==> src/rtl/xlat_pkg.sv <==
package xlat_pkg;
  localparam int VA_W     = 32;
  localparam int ASID_W   = 8;
  localparam int PFN_W    = 20;
  localparam int SHIFT_W  = 5;
  localparam int PAGE_LSB = 11;
  localparam int VPN_W    = VA_W - PAGE_LSB;
  localparam int VPN2_W   = VPN_W - 2;
  localparam int MIN_SHIFT = 12;

  typedef enum logic [1:0] {
    MODE_KERNEL = 2'd0,
    MODE_SUPER  = 2'd1,
    MODE_USER   = 2'd2,
    MODE_BAD    = 2'd3
  } opMode_t;

  typedef enum logic [1:0] {
    KIND_FETCH = 2'd0,
    KIND_LOAD  = 2'd1,
    KIND_STORE = 2'd2,
    KIND_RSVD  = 2'd3
  } accKind_t;

  typedef enum logic [2:0] {
    FLT_NONE          = 3'd0,
    FLT_ADDR_FETCH    = 3'd1,
    FLT_ADDR_DATA     = 3'd2,
    FLT_REFILL_FETCH  = 3'd3,
    FLT_REFILL_DATA   = 3'd4,
    FLT_INVALID_FETCH = 3'd5,
    FLT_INVALID_DATA  = 3'd6,
    FLT_MODIFIED      = 3'd7
  } fault_t;

  typedef struct packed {
    logic    capture;
    logic    direct;
    logic    oddHalf;
    logic    tlbFault;
    logic    addrFault;
    logic    uncached;
    fault_t  code;
    opMode_t mode;
  } strobe_t;
endpackage

==> src/rtl/xlat_ctrl.sv <==
module xlat_ctrl
  import xlat_pkg::*;
(
  input  logic               reqValid,
  input  logic [VA_W-1:0]    vaddr,
  input  logic [1:0]         accSize,
  input  accKind_t           kind,
  input  logic [VA_W-1:0]    status,
  input  logic               lkHit,
  input  logic [SHIFT_W-1:0] lkShift,
  input  logic               lkValid0,
  input  logic               lkValid1,
  input  logic               lkDirty0,
  input  logic               lkDirty1,
  output strobe_t            stb
);
  localparam logic [VA_W-1:0] KERNEL_FORCE = 32'h1000_0006;

  opMode_t curMode;
  logic    inWin0, inWin1, misAligned, isData, isStore;
  logic    oddSel, halfValid, halfDirty;
  logic [2:0] lowMask;
  fault_t  code;

  always_comb begin
    if (|(status & KERNEL_FORCE) || status[4:3] == 2'b00) curMode = MODE_KERNEL;
    else if (status[4:3] == 2'b01)                        curMode = MODE_SUPER;
    else if (status[4:3] == 2'b10)                        curMode = MODE_USER;
    else                                                  curMode = MODE_BAD;
  end

  always_comb begin
    case (accSize)
      2'd0:    lowMask = 3'b000;
      2'd1:    lowMask = 3'b001;
      2'd2:    lowMask = 3'b011;
      default: lowMask = 3'b111;
    endcase
  end

  assign misAligned = |(vaddr[2:0] & lowMask);
  assign inWin0     = (vaddr[VA_W-1 -: 3] == 3'b100);
  assign inWin1     = (vaddr[VA_W-1 -: 3] == 3'b101);
  assign isData     = (kind != KIND_FETCH);
  assign isStore    = (kind == KIND_STORE);
  assign oddSel     = vaddr[lkShift];
  assign halfValid  = oddSel ? lkValid1 : lkValid0;
  assign halfDirty  = oddSel ? lkDirty1 : lkDirty0;

  always_comb begin
    code = FLT_NONE;
    if (inWin0) begin
      if (curMode != MODE_KERNEL || misAligned)
        code = isData ? FLT_ADDR_DATA : FLT_ADDR_FETCH;
    end else if (!inWin1) begin
      if (misAligned)              code = isData ? FLT_ADDR_DATA : FLT_ADDR_FETCH;
      else if (!lkHit)             code = isData ? FLT_REFILL_DATA : FLT_REFILL_FETCH;
      else if (!halfValid)         code = isData ? FLT_INVALID_DATA : FLT_INVALID_FETCH;
      else if (isStore && !halfDirty) code = FLT_MODIFIED;
    end
  end

  always_comb begin
    stb.capture   = reqValid;
    stb.direct    = inWin0 | inWin1;
    stb.oddHalf   = oddSel;
    stb.code      = code;
    stb.mode      = curMode;
    stb.addrFault = (code == FLT_ADDR_FETCH) || (code == FLT_ADDR_DATA);
    stb.tlbFault  = (code != FLT_NONE) && !stb.addrFault;
    stb.uncached  = (code == FLT_NONE) && vaddr[VA_W-1] && vaddr[VA_W-3];
  end
endmodule

==> src/rtl/xlat_datapath.sv <==
module xlat_datapath
  import xlat_pkg::*;
(
  input  logic               clk,
  input  logic               rstN,
  input  strobe_t            stb,
  input  logic [VA_W-1:0]    vaddr,
  input  logic [ASID_W-1:0]  asid,
  input  logic               smallPages,
  input  logic [SHIFT_W-1:0] lkShift,
  input  logic [PFN_W-1:0]   lkPfn0,
  input  logic [PFN_W-1:0]   lkPfn1,
  input  logic [VA_W-1:0]    lkOffMask,
  output logic [VPN_W-1:0]   lkVpn,
  output logic [ASID_W-1:0]  lkAsid,
  output logic               rspValid,
  output logic [VA_W-1:0]    rspPaddr,
  output logic               rspUncached,
  output fault_t             rspFault,
  output opMode_t            rspMode,
  output logic [VA_W-1:0]    rspBadVaddr,
  output logic [VPN2_W-1:0]  rspVpn2,
  output logic [1:0]         rspVpn2x,
  output logic [ASID_W-1:0]  rspAsid
);
  logic [VPN_W-1:0] vpnRaw;
  logic [PFN_W-1:0] pfnSel;
  logic [VA_W-1:0]  mappedPa, directPa, paNext;
  logic             anyFault;

  assign vpnRaw   = vaddr[VA_W-1:PAGE_LSB];
  assign lkVpn    = smallPages ? vpnRaw : {vpnRaw[VPN_W-1:2], 2'b00};
  assign lkAsid   = asid;
  assign pfnSel   = stb.oddHalf ? lkPfn1 : lkPfn0;
  assign mappedPa = ((VA_W'(pfnSel) >> (lkShift - SHIFT_W'(MIN_SHIFT))) << lkShift)
                    | (vaddr & lkOffMask);
  assign directPa = {3'b000, vaddr[VA_W-4:0]};
  assign anyFault = stb.tlbFault | stb.addrFault;
  assign paNext   = anyFault ? '0 : (stb.direct ? directPa : mappedPa);

  always_ff @(posedge clk) begin
    if (!rstN) begin
      rspValid    <= 1'b0;
      rspPaddr    <= '0;
      rspUncached <= 1'b0;
      rspFault    <= FLT_NONE;
      rspMode     <= MODE_KERNEL;
      rspBadVaddr <= '0;
      rspVpn2     <= '0;
      rspVpn2x    <= '0;
      rspAsid     <= '0;
    end else begin
      rspValid <= stb.capture;
      if (stb.capture) begin
        rspPaddr    <= paNext;
        rspUncached <= stb.uncached;
        rspFault    <= stb.code;
        rspMode     <= stb.mode;
        rspBadVaddr <= anyFault ? vaddr : '0;
        rspVpn2     <= stb.tlbFault ? lkVpn[VPN_W-1:2] : '0;
        rspVpn2x    <= stb.tlbFault ? lkVpn[1:0] : 2'b00;
        rspAsid     <= stb.tlbFault ? asid : '0;
      end
    end
  end

  assert_rsp_follows_req_R12: assert property (@(posedge clk) disable iff (!rstN)
    stb.capture |=> rspValid);

  assert_direct_top_clear_R2: assert property (@(posedge clk) disable iff (!rstN)
    (rspValid && $past(stb.direct)) |-> (rspPaddr[VA_W-1 -: 3] == 3'b000));

  assert_uncached_no_fault_R11: assert property (@(posedge clk) disable iff (!rstN)
    rspUncached |-> (rspFault == FLT_NONE));

  assert_vpn2x_cleared_R5: assert property (@(posedge clk) disable iff (!rstN)
    (rspValid && rspFault inside {FLT_REFILL_FETCH, FLT_REFILL_DATA, FLT_INVALID_FETCH,
     FLT_INVALID_DATA, FLT_MODIFIED} && !$past(smallPages)) |-> (rspVpn2x == 2'b00));
endmodule

==> src/rtl/xlat_unit.sv <==
module xlat_unit
  import xlat_pkg::*;
(
  input  logic                clk,
  input  logic                rstN,
  input  logic                reqValid,
  input  logic [31:0]         vaddr,
  input  logic [1:0]          accSize,
  input  logic [1:0]          accKind,
  input  logic [7:0]          asid,
  input  logic [31:0]         status,
  input  logic                smallPages,
  output logic [20:0]         lkVpn,
  output logic [7:0]          lkAsid,
  input  logic                lkHit,
  input  logic [4:0]          lkShift,
  input  logic                lkValid0,
  input  logic                lkValid1,
  input  logic                lkDirty0,
  input  logic                lkDirty1,
  input  logic [19:0]         lkPfn0,
  input  logic [19:0]         lkPfn1,
  input  logic [31:0]         lkOffMask,
  output logic                rspValid,
  output logic [31:0]         rspPaddr,
  output logic                rspUncached,
  output logic [2:0]          rspFault,
  output logic [1:0]          rspMode,
  output logic [31:0]         rspBadVaddr,
  output logic [18:0]         rspVpn2,
  output logic [1:0]          rspVpn2x,
  output logic [7:0]          rspAsid
);
  strobe_t stb;
  fault_t  faultQ;
  opMode_t modeQ;

  xlat_ctrl u_ctrl (
    .reqValid (reqValid),
    .vaddr    (vaddr),
    .accSize  (accSize),
    .kind     (accKind_t'(accKind)),
    .status   (status),
    .lkHit    (lkHit),
    .lkShift  (lkShift),
    .lkValid0 (lkValid0),
    .lkValid1 (lkValid1),
    .lkDirty0 (lkDirty0),
    .lkDirty1 (lkDirty1),
    .stb      (stb)
  );

  xlat_datapath u_dp (
    .clk         (clk),
    .rstN        (rstN),
    .stb         (stb),
    .vaddr       (vaddr),
    .asid        (asid),
    .smallPages  (smallPages),
    .lkShift     (lkShift),
    .lkPfn0      (lkPfn0),
    .lkPfn1      (lkPfn1),
    .lkOffMask   (lkOffMask),
    .lkVpn       (lkVpn),
    .lkAsid      (lkAsid),
    .rspValid    (rspValid),
    .rspPaddr    (rspPaddr),
    .rspUncached (rspUncached),
    .rspFault    (faultQ),
    .rspMode     (modeQ),
    .rspBadVaddr (rspBadVaddr),
    .rspVpn2     (rspVpn2),
    .rspVpn2x    (rspVpn2x),
    .rspAsid     (rspAsid)
  );

  assign rspFault = faultQ;
  assign rspMode  = modeQ;

  assert_modified_store_only_R8: assert property (@(posedge clk) disable iff (!rstN)
    (rspValid && faultQ == FLT_MODIFIED) |-> ($past(accKind) == 2'd2));

  assert_fault_payload_addr_R10: assert property (@(posedge clk) disable iff (!rstN)
    (rspValid && faultQ != FLT_NONE) |-> (rspBadVaddr == $past(vaddr)));
endmodule

==> config.mk <==
export PLATFORM = sky130hd
export DESIGN_NAME = xlat_unit
export DESIGN_NICKNAME = d
export VERILOG_FILES = /design/src/rtl/xlat_pkg.sv /design/src/rtl/xlat_ctrl.sv /design/src/rtl/xlat_datapath.sv /design/src/rtl/xlat_unit.sv
export SDC_FILE = /design/constraint.sdc
export NUM_CORES = 1
export LEC_CHECK = 0
export BUFFER_PORTS_ARGS = -buffer_cell sky130_fd_sc_hd__clkbuf_2
export CORE_ASPECT_RATIO = 1.2
export CORE_MARGIN = 4
export CORE_UTILIZATION = 46
export CTS_BUF_LIST = sky130_fd_sc_hd__clkbuf_16
export DETAILED_ROUTE_END_ITERATION = 6
export PLACE_DENSITY = 0.76
export SYNTH_ARGS = -nofsm -noshare
export SYNTH_HDL_FRONTEND = slang
export SYNTH_SLANG_ARGS = --single-unit
==> constraint.sdc <==
create_clock -name clk -period 3.76 [get_ports clk]
set_input_delay 0.564 -clock clk [delete_from_list [all_inputs] [get_ports clk]]
set_output_delay 0.564 -clock clk [all_outputs]
set_load 0.02 [all_outputs]
==> run summary <==
The multiplexer area fraction after synthesis is 9.48%. The post-route netlist has 41.0% of its cells at a drive strength greater than 1. The depth of the most critical reg-to-reg path is 6. The number of cells on the worst hold path came out at 2.

The global-route usage over all layers came out at roughly two fifths. The later-pin clock latency in the skew report is 0.35 ns. The gate count of the mapped netlist is 1015. The share of synthesized flip-flops with an asynchronous set or reset came out at 0%.

The part of the cycle the worst path needs came out at around 100%. The peak supply drop came out at 0.000189 V. The post-layout minimum cycle time is 3.70 ns. The final weighted congestion of routability-driven global placement came out at a little over 1. The number of synthesized register bits is 100. TritonCTS built the clock tree. The max-slew violation count was 0. For hold timing, the worst endpoint is u_dp.rspAsid[5].

In the routed design, unresolved DRC markers number 0. The overall power consumption is 3.66 mW. The violation count after the first detailed-routing iteration came out at approximately 1000. The initial antenna violation count came out at 2. The root cell of the clock tree is sky130_fd_sc_hd__clkbuf_16. The total global routing overflow came out at 0.

The count of filler cells inserted in the layout is 1432. After routing the design area is 0.0110 sq mm. The die is about 150 um tall. The actual slew at the worst max-slew pin is ~0.8 ns. The worst hold path startpoint is asid[5].

The pin count of the biggest net entering global routing came out at 57. The sequential cell area fraction in the yosys report is 25.8%. The number of top-level pins is 291. The combinational family with the most area after synthesis is compound AO/OA/AOI/OAI gates.

The critical path start-end classification is in -> reg. Using the TritonRoute via totals, the vias-per-cell ratio works out to 6.25. The floorplan die area came out at 0.0190 sq mm.

The setup clock skew after layout is 0 ns. The final hold violation count came out at 0. The library cell appearing most often on the critical path is sky130_fd_sc_hd__buf_4.

The power share of the clock group came out at 25.1%. The synthesized area per cell came out at 7.65 sq um. The first-pass iteration count of the detailed router is 5.

In this run the critical register-to-register path is launched from u_dp.rspPaddr[23]. The min-delay analysis places its worst path in the category in -> reg. The row count came out at 51.

The routed layout has 10200 vias. In the synthesized netlist the dominant register cell turns out to be sky130_fd_sc_hd__dfxtp_1. Of all cell types, the one taking the most synthesized area is sky130_fd_sc_hd__dfxtp_1.

The worst setup path is captured at a flip-flop. On the critical path, the stage with the largest delay is an instance of sky130_fd_sc_hd__a2111oi_1. The count of nets left with antenna violations after detail routing came out at 0. The maximum fanout along the worst path came out at 13. The sequential fraction of design power is 31.2%. STA classifies the critical path startpoint as a primary input. The die span in x came out at 127 um. The area fraction in and, or, nand and nor cells after synthesis came out at roughly 22%. Compared with the post-synthesis result, the final layout area differs by 41.2%. For this run, the post-layout net count is 1577.

The flow ran to the end, and the final reports show no timing, DRC or antenna violations. In the layout the commonest cells are sky130_fd_sc_hd__clkbuf_2 (262), sky130_fd_sc_hd__buf_4 (221), sky130_fd_sc_hd__nand2_1 (108), sky130_fd_sc_hd__dfxtp_1 (100), sky130_fd_sc_hd__nor2_1 (74). The post-synth design cell area is slightly below 0.008 sq mm. For the worst setup path, the data arrival time is 3.91 ns.

The highest clock frequency the design can meet came out at 271 MHz. The combinational power share is a little over two fifths. The via count of the first global-routing pass is 9762. The number of flops mapped to enable cells by yosys is 0. The TritonCTS sink count is 100. The area of the core came out at approximately 0.016 sq mm. The delay of the slowest critical-path stage came out at roughly 0.39 ns.

The number of buffers added by the clock tree synthesis step is 9. The HPWL after detailed placement is ~31000 um. After detailed routing, the total wire length is 38200 um. The compound-gate portion of the synthesized area is 34.4%.

The proportion of netlist area held by the largest area contributor is 25.8%. Max-cap violations in this run came to 0. The final cell utilization of the core is 66.8%. Across all register-to-register paths, the minimum setup slack is 2.46 ns.

The final routed wire length divided by cell count came out at around 23 um. The worst slack on hold paths is around 0.45 ns. The global-route wire length before repair came out at between 50000 and 60000 um. The count of warnings emitted by yosys came out at 0. In this run, distinct cell masters in the synthesized netlist total 80. The static leakage is 4.98 nW. The initial utilization of the core area, before any placement, comes to 47.3%. Leaving out fill and tap cells, the most frequent cell in the layout is sky130_fd_sc_hd__clkbuf_2. The fraction of the mapped netlist area in adder cells is 0.161%. In this run the critical register-to-register path is captured at u_dp.rspPaddr[23].

The post-detailed-placement cell area came out at 0.0105 sq mm. The synthesized-area fraction occupied by xor and xnor cells is 0.226%. The count of buffers added on input and output ports is between 200 and 300. In this run the tightest slew margin relative to its limit is 47.1%. No sink is reached through more buffers than the 2 on the longest clock path.

The cell-internal power came out at 2.25 mW. In this run switching power makes up 38.6% of total power. Yosys attributes the largest share of cell area to sky130_fd_sc_hd__dfxtp_1 (26%), sky130_fd_sc_hd__nand2_1 (5.2%), sky130_fd_sc_hd__a22o_1 (4.5%).

The total net switching power came out at 1.41 mW. The critical path goes through buf_6 > buf_4 > mux2i_1 > a22oi_1 > nand3_1 > nand3_2 > buf_4 > nor3_1 > nor3_2 > buf_4 > nor4_4 > a211oi_1 > a2111oi_1 > buf_4 > nand2_1 > o21ai_1 > o221ai_1. The number of nets handed over by synthesis was about 1200. The required time of the critical path came out at between 3 and 4 ns. The clock input transition at the sequential cells of the worst setup and hold paths is 0.08 ns.

The cell area power density came out at 334 mW/mm^2. The depth of the CTS H-tree came out at 3. The final count of negative-setup-slack endpoints came out at 0.
[routing by layer]
metal	global-route usage, %	part of all wire, %	vias to the layer above
met5	0	0.034	-
met3	5.57	8.5	177
met4	29.9	8.7	2
met1	43.7	35	4752
li1	-	-	4609
met2	64.2	48	663
[cells in the mapped netlist (4+ instances only)]
master,instances
sky130_fd_sc_hd__nor2_1,74
sky130_fd_sc_hd__a221oi_1,10
sky130_fd_sc_hd__mux4_2,9
sky130_fd_sc_hd__buf_1,8
sky130_fd_sc_hd__and2_1,21
sky130_fd_sc_hd__nor2b_1,12
sky130_fd_sc_hd__a31oi_1,12
sky130_fd_sc_hd__or2_2,5
sky130_fd_sc_hd__nand3_1,44
sky130_fd_sc_hd__o2111ai_1,4
sky130_fd_sc_hd__a22o_1,40
sky130_fd_sc_hd__o21ai_1,6
sky130_fd_sc_hd__a21oi_1,51
sky130_fd_sc_hd__o211ai_1,15
sky130_fd_sc_hd__dfxtp_1,100
sky130_fd_sc_hd__a2bb2oi_1,4
sky130_fd_sc_hd__o22ai_1,19
sky130_fd_sc_hd__nor4_1,6
sky130_fd_sc_hd__nand2b_1,22
sky130_fd_sc_hd__a22oi_1,11
sky130_fd_sc_hd__o21ai_0,69
sky130_fd_sc_hd__clkbuf_1,48
sky130_fd_sc_hd__inv_1,25
sky130_fd_sc_hd__nor3_1,29
sky130_fd_sc_hd__a211oi_1,14
sky130_fd_sc_hd__a32oi_1,5
sky130_fd_sc_hd__a21boi_0,19
sky130_fd_sc_hd__nand2_1,108
sky130_fd_sc_hd__buf_2,14
sky130_fd_sc_hd__o31ai_1,16
sky130_fd_sc_hd__o21a_1,12
sky130_fd_sc_hd__mux2i_1,33
sky130_fd_sc_hd__o221ai_1,15
sky130_fd_sc_hd__nand4_1,10
sky130_fd_sc_hd__a311oi_1,5
sky130_fd_sc_hd__buf_4,28
sky130_fd_sc_hd__mux2_2,18
[power groups by stage]
stage | Clock [mW] | Sequential [mW] | Combinational [mW]
6_report | 0.918 | 1.14 | 1.60
5_1_grt | 0.951 | 1.15 | 1.69
4_1_cts | 0.922 | 1.14 | 1.53
3_5_place_dp | 0 | 1.17 | 1.52
3_3_place_gp | 0 | 1.16 | 1.52
2_1_floorplan | 0 | 1.23 | 0.729
[per-stage QoR]
stage / setup TNS (ns) / worst slack (ns) / std cells
6_report: 0 / 0.0634 / 1632
5_1_grt: -0.221 / -0.0513 / 1631
4_1_cts: 0 / 0.0271 / 1630
3_5_place_dp: -16.51 / -0.477 / 1614
3_3_place_gp: -13.28 / -0.470 / 1614
2_1_floorplan: 0 / 0.205 / 1015
[cell type report]
cell class	count	area, sq um	share of cell area (%)
clock buffers	9	225	2.06
clock inverters	7	58.8	0.537
diodes	1	2.50	0.0228
well taps	212	265	2.42
multi-input cells	784	5230	47.7
repair buffers	490	3070	28.0
flip-flops and latches	100	2000	18.3
inverters	29	109	0.993
[state kept, by name, indices dropped and copies added (netlist names)]
name / cells
u_dp.rspAsid: 8
u_dp.rspPaddr: 32
u_dp.rspVpn2x: 2
u_dp.rspUncached: 1
u_dp.rspValid: 1
u_dp.rspBadVaddr: 32
u_dp.rspFault: 3
u_dp.rspMode: 2
u_dp.rspVpn2: 19
[critical path: cells and delay by family]
family / cells / cell delay, ns
simple gates: 6 / 1.20
compound gates: 5 / 1.04
buf+inv: 5 / 0.89
mux: 1 / 0.19
[repair_timing]
action / CTS / global route
hold buffers: 0 / 0
resized for setup: 2 / 29
endpoints found under the setup margin: 25 / 28
setup buffers: 0 / 1
pin swaps: 0 / 2
[worst max path at each step]
| stage | cells after the start | startpoint | end | slack (ns) |
|---|---|---|---|---|
| finish | 17 | lkShift[1] | u_dp.rspPaddr[13] | 0.06 |
| global route | 17 | lkShift[3] | u_dp.rspPaddr[26] | -0.05 |
| CTS | 16 | lkShift[1] | u_dp.rspPaddr[26] | 0.03 |
| detailed placement | 16 | lkShift[1] | u_dp.rspPaddr[21] | -0.48 |
| global placement | 15 | lkShift[1] | u_dp.rspPaddr[27] | -0.47 |
| floorplan | 14 | lkShift[4] | u_dp.rspPaddr[16] | 0.20 |
[kinds of logic after synthesis]
logic type,count (synthesis)
AOI/OAI and AO/OA,373
xor gates and xnor gates,2
adders and majority gates,1
buffers and inverters,131
DFF,100
muxes,60
and+or+nand+nor,348
Note: power is estimated with default switching activity, not from simulation.
